$ cat src/rtl/tape_rd_pkg.sv
// Shared types and constants for the forward tape read framer.
// Assumes the 9-track layout: bit 8 parity track, bits 7..0 channels 0..7.
package tape_rd_pkg;

    localparam int CHAR_W = 9;

    // Single-character record pattern that marks a file boundary
    localparam logic [CHAR_W-1:0] FILE_MARK_CHAR = 9'b000010011;

    // Mask applied when a one enters the parity position (channels 2..5)
    localparam logic [CHAR_W-1:0] CRC_FEED_MASK  = 9'b000111100;

    // Final inversion: every position except channels 2 and 4
    localparam logic [CHAR_W-1:0] CRC_OUT_MASK   = 9'b111010111;

    typedef enum logic [2:0] {
        ST_IDLE,
        ST_PRE,
        ST_ARM,
        ST_DATA,
        ST_CRCW,
        ST_LRCW
    } rd_state_t;

    typedef enum logic [1:0] {
        KIND_DATA = 2'd0,
        KIND_CRCC = 2'd1,
        KIND_LRCC = 2'd2
    } char_kind_t;

endpackage

$ cat src/rtl/tape_rd_timer.sv
// Saturating microsecond-tick counter with a runtime limit.
// hit stays high once the count reaches the limit, until clr.
// Assumes limit only changes while clr is asserted.
module tape_rd_timer #(
    parameter int W = 8
) (
    input  logic         clk,
    input  logic         rst_n,
    input  logic         clr,
    input  logic         tick,
    input  logic [W-1:0] limit,
    output logic         hit
);
    logic [W-1:0] cnt;

    // Count ticks up to the limit; clear has priority
    always_ff @(posedge clk) begin
        if (!rst_n || clr)
            cnt <= '0;
        else if (tick && cnt != limit)
            cnt <= cnt + 1'b1;
    end

    assign hit = (cnt == limit);

    // Count never passes its limit (guards the gap timing of R8)
    p_cnt_bound_r8: assert property (@(posedge clk) disable iff (!rst_n)
        !clr |=> (cnt <= limit));

endmodule

$ cat src/rtl/tape_rd_crc.sv
// Regenerates the cyclic check character over the data characters of
// one record. One load per data character; no trailing shift needed.
module tape_rd_crc
    import tape_rd_pkg::*;
(
    input  logic              clk,
    input  logic              rst_n,
    input  logic              clr,
    input  logic              load,
    input  logic [CHAR_W-1:0] din,
    output logic [CHAR_W-1:0] check
);
    logic [CHAR_W-1:0] acc;
    logic [CHAR_W-1:0] mix;
    logic [CHAR_W-1:0] nxt;

    // XOR in, rotate toward channel 7 and back into parity, fold feedback
    always_comb begin
        mix = acc ^ din;
        nxt = {mix[0], mix[CHAR_W-1:1]};
        if (nxt[CHAR_W-1])
            nxt = nxt ^ CRC_FEED_MASK;
    end

    // Hold the running remainder for the current record
    always_ff @(posedge clk) begin
        if (!rst_n || clr)
            acc <= '0;
        else if (load)
            acc <= nxt;
    end

    assign check = acc ^ CRC_OUT_MASK;

    // A cleared register must present the fixed inversion mask
    p_crc_clear_r10: assert property (@(posedge clk) disable iff (!rst_n)
        clr |=> (check == CRC_OUT_MASK));

endmodule

$ cat src/rtl/tape_rd_fwd_ctrl.sv
// Forward read framer for one 9-track record.
// Raises fwd_cmd on start, masks strobes for the pre-record delay, tags
// characters by the silence before them, checks parity/CRC/LRC and drops
// fwd_cmd after the end-of-record silence.
// Assumes rds and rd_char are synchronous to clk and that
// EOR gap (16 periods) exceeds the short gap plus the CRC window.
module tape_rd_fwd_ctrl
    import tape_rd_pkg::*;
#(
    parameter int CHAR_US     = 100,
    parameter int PRE_BOT_US  = 120000,
    parameter int PRE_NORM_US = 24000
) (
    input  logic              clk,
    input  logic              rst_n,
    input  logic              start,
    input  logic              at_bot,
    input  logic              rds,
    input  logic [CHAR_W-1:0] rd_char,
    input  logic              us_tick,
    output logic              fwd_cmd,
    output logic              char_valid,
    output logic [CHAR_W-1:0] char_data,
    output logic [1:0]        char_kind,
    output logic              vpe_err,
    output logic              crc_err,
    output logic              lrc_err,
    output logic              file_mark,
    output logic              done
);
    localparam int SHORT_US = (CHAR_US * 5) / 2;
    localparam int WIN_US   = CHAR_US * 3;
    localparam int EOR_US   = CHAR_US * 16;
    localparam int MAX_US   = (PRE_BOT_US > EOR_US) ? PRE_BOT_US : EOR_US;
    localparam int TW       = $clog2(MAX_US + 1);

    rd_state_t         state;
    logic              rds_q;
    logic              bot_q;
    logic [1:0]        n_data;
    logic [CHAR_W-1:0] first_char;
    logic [CHAR_W-1:0] lrc_acc;
    logic              crc_seen;
    logic [CHAR_W-1:0] crc_chk;
    logic [TW-1:0]     pre_lim;
    logic              strb, accept, in_rec;
    logic              pre_hit, short_hit, eor_hit, win_hit;
    logic              take_start, crc_load;

    assign strb       = rds_q && !rds;
    assign in_rec     = (state == ST_DATA) || (state == ST_CRCW) || (state == ST_LRCW);
    assign accept     = strb && (in_rec || state == ST_ARM);
    assign take_start = (state == ST_IDLE) && start;
    assign crc_load   = accept && (state == ST_ARM || state == ST_DATA);
    assign pre_lim    = bot_q ? TW'(PRE_BOT_US) : TW'(PRE_NORM_US);

    tape_rd_timer #(.W(TW)) u_pre (
        .clk(clk), .rst_n(rst_n), .clr(state != ST_PRE), .tick(us_tick),
        .limit(pre_lim), .hit(pre_hit));

    tape_rd_timer #(.W(TW)) u_short (
        .clk(clk), .rst_n(rst_n), .clr(accept || !in_rec), .tick(us_tick),
        .limit(TW'(SHORT_US)), .hit(short_hit));

    tape_rd_timer #(.W(TW)) u_eor (
        .clk(clk), .rst_n(rst_n), .clr(accept || !in_rec), .tick(us_tick),
        .limit(TW'(EOR_US)), .hit(eor_hit));

    tape_rd_timer #(.W(TW)) u_win (
        .clk(clk), .rst_n(rst_n), .clr(state != ST_CRCW), .tick(us_tick),
        .limit(TW'(WIN_US)), .hit(win_hit));

    tape_rd_crc u_crc (
        .clk(clk), .rst_n(rst_n), .clr(take_start), .load(crc_load),
        .din(rd_char), .check(crc_chk));

    // Delay the strobe one cycle to find its trailing edge
    always_ff @(posedge clk) begin
        if (!rst_n) rds_q <= 1'b0;
        else        rds_q <= rds;
    end

    // Record sequencer, character tagging and check accumulation
    always_ff @(posedge clk) begin
        if (!rst_n) begin
            state      <= ST_IDLE;
            fwd_cmd    <= 1'b0;
            bot_q      <= 1'b0;
            char_valid <= 1'b0;
            char_data  <= '0;
            char_kind  <= KIND_DATA;
            vpe_err    <= 1'b0;
            crc_err    <= 1'b0;
            lrc_err    <= 1'b0;
            file_mark  <= 1'b0;
            done       <= 1'b0;
            n_data     <= '0;
            first_char <= '0;
            lrc_acc    <= '0;
            crc_seen   <= 1'b0;
        end else begin
            char_valid <= 1'b0;
            done       <= 1'b0;
            if (accept) begin
                char_valid <= 1'b1;
                char_data  <= rd_char;
                lrc_acc    <= lrc_acc ^ rd_char;
            end
            if (crc_load) begin
                char_kind <= KIND_DATA;
                if (!(^rd_char)) vpe_err <= 1'b1;
                if (n_data == 2'd0) first_char <= rd_char;
                if (n_data != 2'd3) n_data <= n_data + 2'd1;
            end
            unique case (state)
                ST_IDLE: if (start) begin
                    state     <= ST_PRE;
                    fwd_cmd   <= 1'b1;
                    bot_q     <= at_bot;
                    vpe_err   <= 1'b0;
                    crc_err   <= 1'b0;
                    lrc_err   <= 1'b0;
                    file_mark <= 1'b0;
                    n_data    <= '0;
                    lrc_acc   <= '0;
                    crc_seen  <= 1'b0;
                end
                ST_PRE:  if (pre_hit) state <= ST_ARM;
                ST_ARM:  if (accept) state <= ST_DATA;
                ST_DATA: if (!accept && short_hit) state <= ST_CRCW;
                ST_CRCW: begin
                    if (accept) begin
                        char_kind <= KIND_CRCC;
                        crc_seen  <= 1'b1;
                        if (rd_char != crc_chk) crc_err <= 1'b1;
                    end
                    if (win_hit) begin
                        state <= ST_LRCW;
                        if (!crc_seen && !accept && crc_chk != '0) crc_err <= 1'b1;
                    end
                end
                ST_LRCW: begin
                    if (accept) begin
                        char_kind <= KIND_LRCC;
                    end else if (eor_hit) begin
                        state     <= ST_IDLE;
                        fwd_cmd   <= 1'b0;
                        done      <= 1'b1;
                        lrc_err   <= (lrc_acc != '0);
                        file_mark <= (n_data == 2'd1) && (first_char == FILE_MARK_CHAR)
                                     && (lrc_acc == '0);
                    end
                end
                default: state <= ST_IDLE;
            endcase
        end
    end

    // Motion command is low whenever the end pulse fires
    p_cmd_low_at_done_r8: assert property (@(posedge clk) disable iff (!rst_n)
        done |-> !fwd_cmd);
    // End pulse lasts one cycle
    p_done_single_r8: assert property (@(posedge clk) disable iff (!rst_n)
        done |=> !done);
    // No character leaves while the pre-record delay runs
    p_masked_pre_r3: assert property (@(posedge clk) disable iff (!rst_n)
        (state == ST_PRE) |=> !char_valid);
    // A file mark never coexists with a longitudinal error
    p_fm_clean_r12: assert property (@(posedge clk) disable iff (!rst_n)
        file_mark |-> !lrc_err);
    // Start while busy leaves the motion command up
    p_start_busy_r2: assert property (@(posedge clk) disable iff (!rst_n)
        (fwd_cmd && start && !done) |=> fwd_cmd || done);

endmodule

$ cat config.mk
export PLATFORM = sky130hd
export DESIGN_NAME = tape_rd_fwd_ctrl
export DESIGN_NICKNAME = d
export VERILOG_FILES = /design/src/rtl/tape_rd_pkg.sv /design/src/rtl/tape_rd_timer.sv /design/src/rtl/tape_rd_crc.sv /design/src/rtl/tape_rd_fwd_ctrl.sv
export SDC_FILE = /design/constraint.sdc
export NUM_CORES = 1
export LEC_CHECK = 0
export BUFFER_PORTS_ARGS = -buffer_cell sky130_fd_sc_hd__clkbuf_2
export CAP_MARGIN = 20
export CORE_MARGIN = 2
export CORE_UTILIZATION = 60
export CTS_CLUSTER_DIAMETER = 80
export DETAILED_ROUTE_END_ITERATION = 16
export MAX_ROUTING_LAYER = met4
export PLACE_DENSITY = 0.79
export SKIP_LAST_GASP = 1
export SYNTH_ARGS = -nofsm -noshare
export SYNTH_HDL_FRONTEND = slang
export SYNTH_SLANG_ARGS = --single-unit
$ cat constraint.sdc
create_clock -name clk -period 2.79 [get_ports clk]
set_input_delay 0.4185 -clock clk [delete_from_list [all_inputs] [get_ports clk]]
set_output_delay 0.4185 -clock clk [all_outputs]
set_load 0.01 [all_outputs]
==> run summary, run 1 <==
Hold Crit Class -> in2reg
startpoint types -> flop
multiplexer share of the synthesized area -> 2.195%
slew margin rel. -> 52.45%
CTS Buf Count -> 17
final setup fails -> 0
CP cell instances -> inv_1 > ha_1 > nor4b_2 > nand4_2 > a211o_1 > or4_1 > or3b_1 > a21oi_1
period utilization -> 87.42%
total power -> 0.004564 W
placed insts -> 758
Synth Instances -> 630
Worst Max-Slew Pin Slew -> 708.1 ps
max-cap viol count -> 0
CTS resizes -> 0
Synth Cell Area -> 0.005473 mm2
die area -> 0.009901 mm2
clock slew at reported path FFs -> 60 ps
crit end category -> flop
Final nets -> 692
Main synth FF type -> dfxtp_1
antenna violations before repair -> 0
Slew Limit Fails -> 0
total track usage -> 25.22%
required time of the critical path -> 3240 ps
Synth Area in Simple Gates -> 26.89%
r2r setup slk -> 350 ps
worst-skew pair later-pin latency -> 530 ps
Initial DRT Pass Iterations -> 5
Synth Area in Compound Gates -> 7.385%
Hold Vio Cnt, Final -> 0
final core occ -> 72.09%
ys async rst share -> 0%
Final Critical Period -> 2439 ps
largest net degree at the start of global routing -> 35
CP max-delay cell -> or4_1
area share of fa/ha/maj cells after synthesis -> 1.829%
synth-to-layout area growth -> 15.43%
Mean Syn Cell Area -> 8.687 um2
CP Class -> reg2reg
share of layout cells above drive strength 1 -> 12.32%
fmax -> 410.0 MHz
outcome -> finished, final reports clean
R2R cell count -> 8
Seq/Total Area, Yosys -> 44.26%
first-pass GRT wire length -> 19,420 um
most common cell after layout, fill and taps aside -> dfxtp_1
Routed Antenna Nets -> 0
worst hold stages -> 2
most frequent cells in the layout -> dfxtp_1, nor2_1, nand2_1
Hold-fix buffers, CTS -> 0
DP Worst Slack -> 356.7 ps
Max Root-Sink Buffers -> 2
area of the core -> 0.008763 mm2
FF+latch count, synth -> 121
worst setup margin -> 351.0 ps
vias -> 4,441
Clock Sinks -> 121
total grt overflow -> 0
Initial Util -> 62.45%
Clock Skews -> 11.26 ps
PortBufs -> 32
Finished Layout Cells -> 790
Site Rows -> 34
Die H -> 99.51 um
routed len/inst -> 14.66 um
Distinct cells, synth -> 50
Routed WL -> 11,580 um
CTS tree -> done
postcts setup bufs -> 0
WP data arrival -> 2890 ps
post-synthesis xor/xnor area fraction -> 13.92%
Synthesized Nets -> 653
setup TNS -> 0 ps
Die X-Extent -> 99.51 um
cell area power density -> 722.5 mW/mm2
IO Pins -> 33
1st-iter DRT viols -> 271
largest family of logic cells by synthesized area -> simple AND/OR/NAND/NOR gates
max incr delay on CP -> 500 ps
leakage -> 2.207 nW
YS warnings -> 0
Vias/cell -> 5.622
crit-path max FO -> 7
Final HPWL DP -> 7832 um
RePlAce Congestion -> 0.8474
H-tree depth -> 4
drt drc -> 0
Ant. Diodes -> 0
EDFF count, synth -> 0
VDD IR max -> 0.5627 mV
vias in the first global route -> 4,244
Root Buffer -> clkbuf_8
unrepaired setup endpoints after global routing -> no
[critical path: cells and delay by family (launching register included)]
family | cells | cell delay (ps)
simple gates | 4 | 1310
fa+ha+maj | 1 | 150
buf+inv | 1 | 90
flops | 1 | 330
compound gates | 2 | 470
[report_power, final]
part           switching, W  internal [W]
registers         0.0000702       0.00179
clock network      0.000846       0.00138
logic              0.000300      0.000181
total               0.00122       0.00335
[metal layers]
metal  track usage, %  part of all wire, %  up-vias
met5                -                    0        -
met4            8.746                 0.95        0
met3            6.325                  4.1       11
met2            41.06                   50       93
met1            30.61                   45     2106
li1                 -                    -     2231
[cells by family (layout without fill, tap and decap cells)]
group | count (synthesis) | count (layout)
simple gates | 295 | 295
flops | 121 | 121
xor+xnor | 87 | 87
compound gates | 69 | 69
buf+inv | 38 | 90
mux | 12 | 12
fa+ha+maj | 8 | 8
[flip-flops by register name, summed over array words and instances (netlist names), 2 cells and up]
register     count
lrc_acc          9
u_eor.cnt       17
char_data        9
u_crc.acc        9
first_char       9
n_data           2
char_kind        2
state            3
u_win.cnt       17
u_pre.cnt       17
u_short.cnt     17
[through the flow]
stage                     instance area, um2  hold WS, ps
after floorplan                         5473        451.8
after global placement                  5713        443.7
after detailed placement                5713        450.8
after CTS                               6317        109.4
after global routing                    6317        125.1
final                                   6317        128.1
[path summary, 6_finish.rpt]
path,startpoint,endpoint
worst max register to register,u_win.cnt[0]$_SDFFE_PP0P_,state[0]$_SDFFE_PN0P_
worst max-delay path,u_win.cnt[0]$_SDFFE_PP0P_,state[0]$_SDFFE_PN0P_
worst min-delay path,rds,rds_q$_SDFF_PN0_
worst min register to register,char_data[1]$_SDFFE_PN0N_,char_data[1]$_SDFFE_PN0N_
[synth_stat cells, types with 14 or more instances]
cell	instances	area, um2
a21oi_1	32	160.2
clkbuf_1	14	52.55
dfxtp_1	121	2422
inv_1	16	60.06
nand2_1	54	202.7
nand3_1	31	155.2
nand4_1	15	93.84
nor2_1	116	435.4
nor3_1	14	70.07
o21ai_0	14	70.07
xnor2_1	41	359.1
xor2_1	46	402.9
[layout make-up]
type                    count  area (um2)
fillers                   671        2446
well taps                 108       135.1
multi-input cells         471        2864
repair buffers             41       227.7
clock inverters            15       190.2
flip-flops and latches    121        2422
clock buffers              17       414.1
inverters                  17       63.81
Note: power is estimated with default switching activity, not from simulation.
==> inputs of run 2 (changes only) <==
- CORE_UTILIZATION: 60 -> 55
- PLACE_DENSITY: 0.79 -> 0.73
==> run summary, run 2 (same netlist as run 1, synthesis figures left out) <==
WP data arrival -> 2930 ps (was 2890 ps)
share of layout cells above drive strength 1 -> 11.63% (was 12.32%)
routed len/inst -> 14.00 um (was 14.66 um)
crit end category -> flop (unchanged)
leakage -> 2.161 nW (was 2.207 nW)
unrepaired setup endpoints after global routing -> no (unchanged)
CP cell instances -> inv_1 > ha_1 > nor4b_2 > nand4_2 > a211o_1 > or4_1 > or3b_1 > a21oi_1 (unchanged)
total grt overflow -> 0 (unchanged)
required time of the critical path -> 3220 ps (was 3240 ps)
startpoint types -> flop (unchanged)
CP max-delay cell -> or4_1 (unchanged)
crit-path max FO -> 7 (unchanged)
hold slack -> 138.7 ps (was 128.1 ps)
CTS tree -> done (unchanged)
Final Critical Period -> 2498 ps (was 2439 ps)
Initial Util -> 56.25% (was 62.45%)
Final nets -> 692 (unchanged)
Max Root-Sink Buffers -> 2 (unchanged)
RePlAce Congestion -> 0.8340 (was 0.8474)
Ant. Diodes -> 0 (unchanged)
IO Pins -> 33 (unchanged)
antenna violations before repair -> 0 (unchanged)
worst-skew pair later-pin latency -> 520 ps (was 530 ps)
fmax -> 400.3 MHz (was 410.0 MHz)
Finished Layout Cells -> 812 (was 790)
period utilization -> 89.53% (was 87.42%)
Gate power share -> 11.5% (was 10.6%)
Hold-fix buffers, CTS -> 0 (unchanged)
die area -> 0.01076 mm2 (was 0.009901 mm2)
placed insts -> 783 (was 758)
Routed Antenna Nets -> 0 (unchanged)
Final HPWL DP -> 7752 um (was 7832 um)
largest net degree at the start of global routing -> 35 (unchanged)
Die H -> 103.8 um (was 99.51 um)
Slew Limit Fails -> 0 (unchanged)
first-pass GRT wire length -> 19,540 um (was 19,420 um)
total track usage -> 22.63% (was 25.22%)
max-cap viol count -> 0 (unchanged)
Internal Pwr Total -> 0.003110 W (was 0.003348 W)
CTS Buf Count -> 17 (unchanged)
Site Rows -> 36 (was 34)
vias -> 4,415 (was 4,441)
Vias/cell -> 5.437 (was 5.622)
filler instances -> 811 (was 671)
1st-iter DRT viols -> 211 (was 271)
drt drc -> 0 (unchanged)
Clock Sinks -> 121 (unchanged)
CTS resizes -> 0 (unchanged)
cell area power density -> 671.8 mW/mm2 (was 722.5 mW/mm2)
Hold Crit Class -> in2reg (unchanged)
PortBufs -> 32 (unchanged)
clock slew at reported path FFs -> 50 ps (was 60 ps)
setup TNS -> 0 ps (unchanged)
P_sw -> 0.001092 W (was 0.001216 W)
sequential share of power -> 44.2% (was 40.7%)
VDD IR max -> 0.3932 mV (was 0.5627 mV)
clock network power share -> 44.3% (was 48.7%)
Sw Share -> 25.98% (was 26.65%)
Initial DRT Pass Iterations -> 4 (was 5)
Clock Skews -> 12.88 ps (was 11.26 ps)
vias in the first global route -> 4,265 (was 4,244)
most common cell after layout, fill and taps aside -> dfxtp_1 (unchanged)
most frequent cells in the layout -> dfxtp_1, nor2_1, nand2_1 (unchanged)
area of the core -> 0.009729 mm2 (was 0.008763 mm2)
synth-to-layout area growth -> 14.29% (was 15.43%)
postcts setup bufs -> 0 (unchanged)
final setup fails -> 0 (unchanged)
Die X-Extent -> 103.8 um (was 99.51 um)
Routed WL -> 11,370 um (was 11,580 um)
Hold Vio Cnt, Final -> 0 (unchanged)
max incr delay on CP -> 500 ps (about the same)
CP Class -> reg2reg (unchanged)
slew margin rel. -> 55.31% (was 52.45%)
H-tree depth -> 4 (unchanged)
Root Buffer -> clkbuf_8 (unchanged)
outcome -> finished, final reports clean (unchanged)
Worst Max-Slew Pin Slew -> 665.5 ps (was 708.1 ps)
-- run 2: critical path, delay by kind of cell (launching register included) --
kind | cells | cell delay, ps
AND/OR/NAND/NOR | 4 | 1350
AO/OA/AOI/OAI | 2 | 480
flip-flops | 1 | 330
adder cells (fa/ha/maj) | 1 | 160
buffers and inverters | 1 | 100
-- run 2: final timing paths --
kind	from	to	slack, ps	depth (start not counted)
setup / recovery	u_win.cnt[0]$_SDFFE_PP0P_	state[0]$_SDFFE_PN0P_	290	8
hold / removal	rds	rds_q$_SDFF_PN0_	140	2
setup reg to reg	u_win.cnt[0]$_SDFFE_PP0P_	state[0]$_SDFFE_PN0P_	290	8
hold reg to reg	char_data[3]$_SDFFE_PN0N_	char_data[3]$_SDFFE_PN0N_	460	2
-- run 2: final cells by class --
class | instances | area [um2] | area share (%)
Multi-Input combinational cell | 471 | 2864 | 45.79
Sequential cell | 121 | 2422 | 38.73
Clock buffer | 22 | 462.9 | 7.401
Timing Repair Buffer | 41 | 227.7 | 3.641
Clock inverter | 7 | 47.55 | 0.7602
Tap cell | 133 | 166.4 | 2.661
Inverter | 17 | 63.81 | 1.020
-- run 2: power groups by stage --
| stage | combinational, W | clock, W | sequential (W) |
|---|---|---|---|
| 6_report | 0.000484 | 0.00186 | 0.00186 |
| 2_1_floorplan | 0.000433 | 0 | 0.00186 |
| 3_5_place_dp | 0.000482 | 0 | 0.00189 |
| 5_1_grt | 0.000540 | 0.00198 | 0.00186 |
| 3_3_place_gp | 0.000467 | 0 | 0.00189 |
| 4_1_cts | 0.000487 | 0.00189 | 0.00185 |
-- run 2: through the flow --
stage / utilization (%) / cell area [um2] / power (W) / setup WS (ps)
after CTS: 64.29 / 6255 / 0.004233 / 290.6
after floorplan: - / 5473 / 0.002297 / 563.6
after global routing: 64.29 / 6255 / 0.004382 / 132.8
after global placement: 59.04 / 5744 / 0.002356 / 468.5
final: 64.29 / 6255 / 0.004202 / 292.1
after detailed placement: 59.04 / 5744 / 0.002372 / 358.7
-- run 2: per-layer routing --
metal  vias up  share of wire [%]  wire, um  GRT usage (%)
met5         -                  0         0              -
met4         0               0.85        97          6.081
met3        12                3.5       402          6.419
met2        72                 49      5582          36.99
met1      2100                 47      5288          27.62
li1       2231                  -         -              -
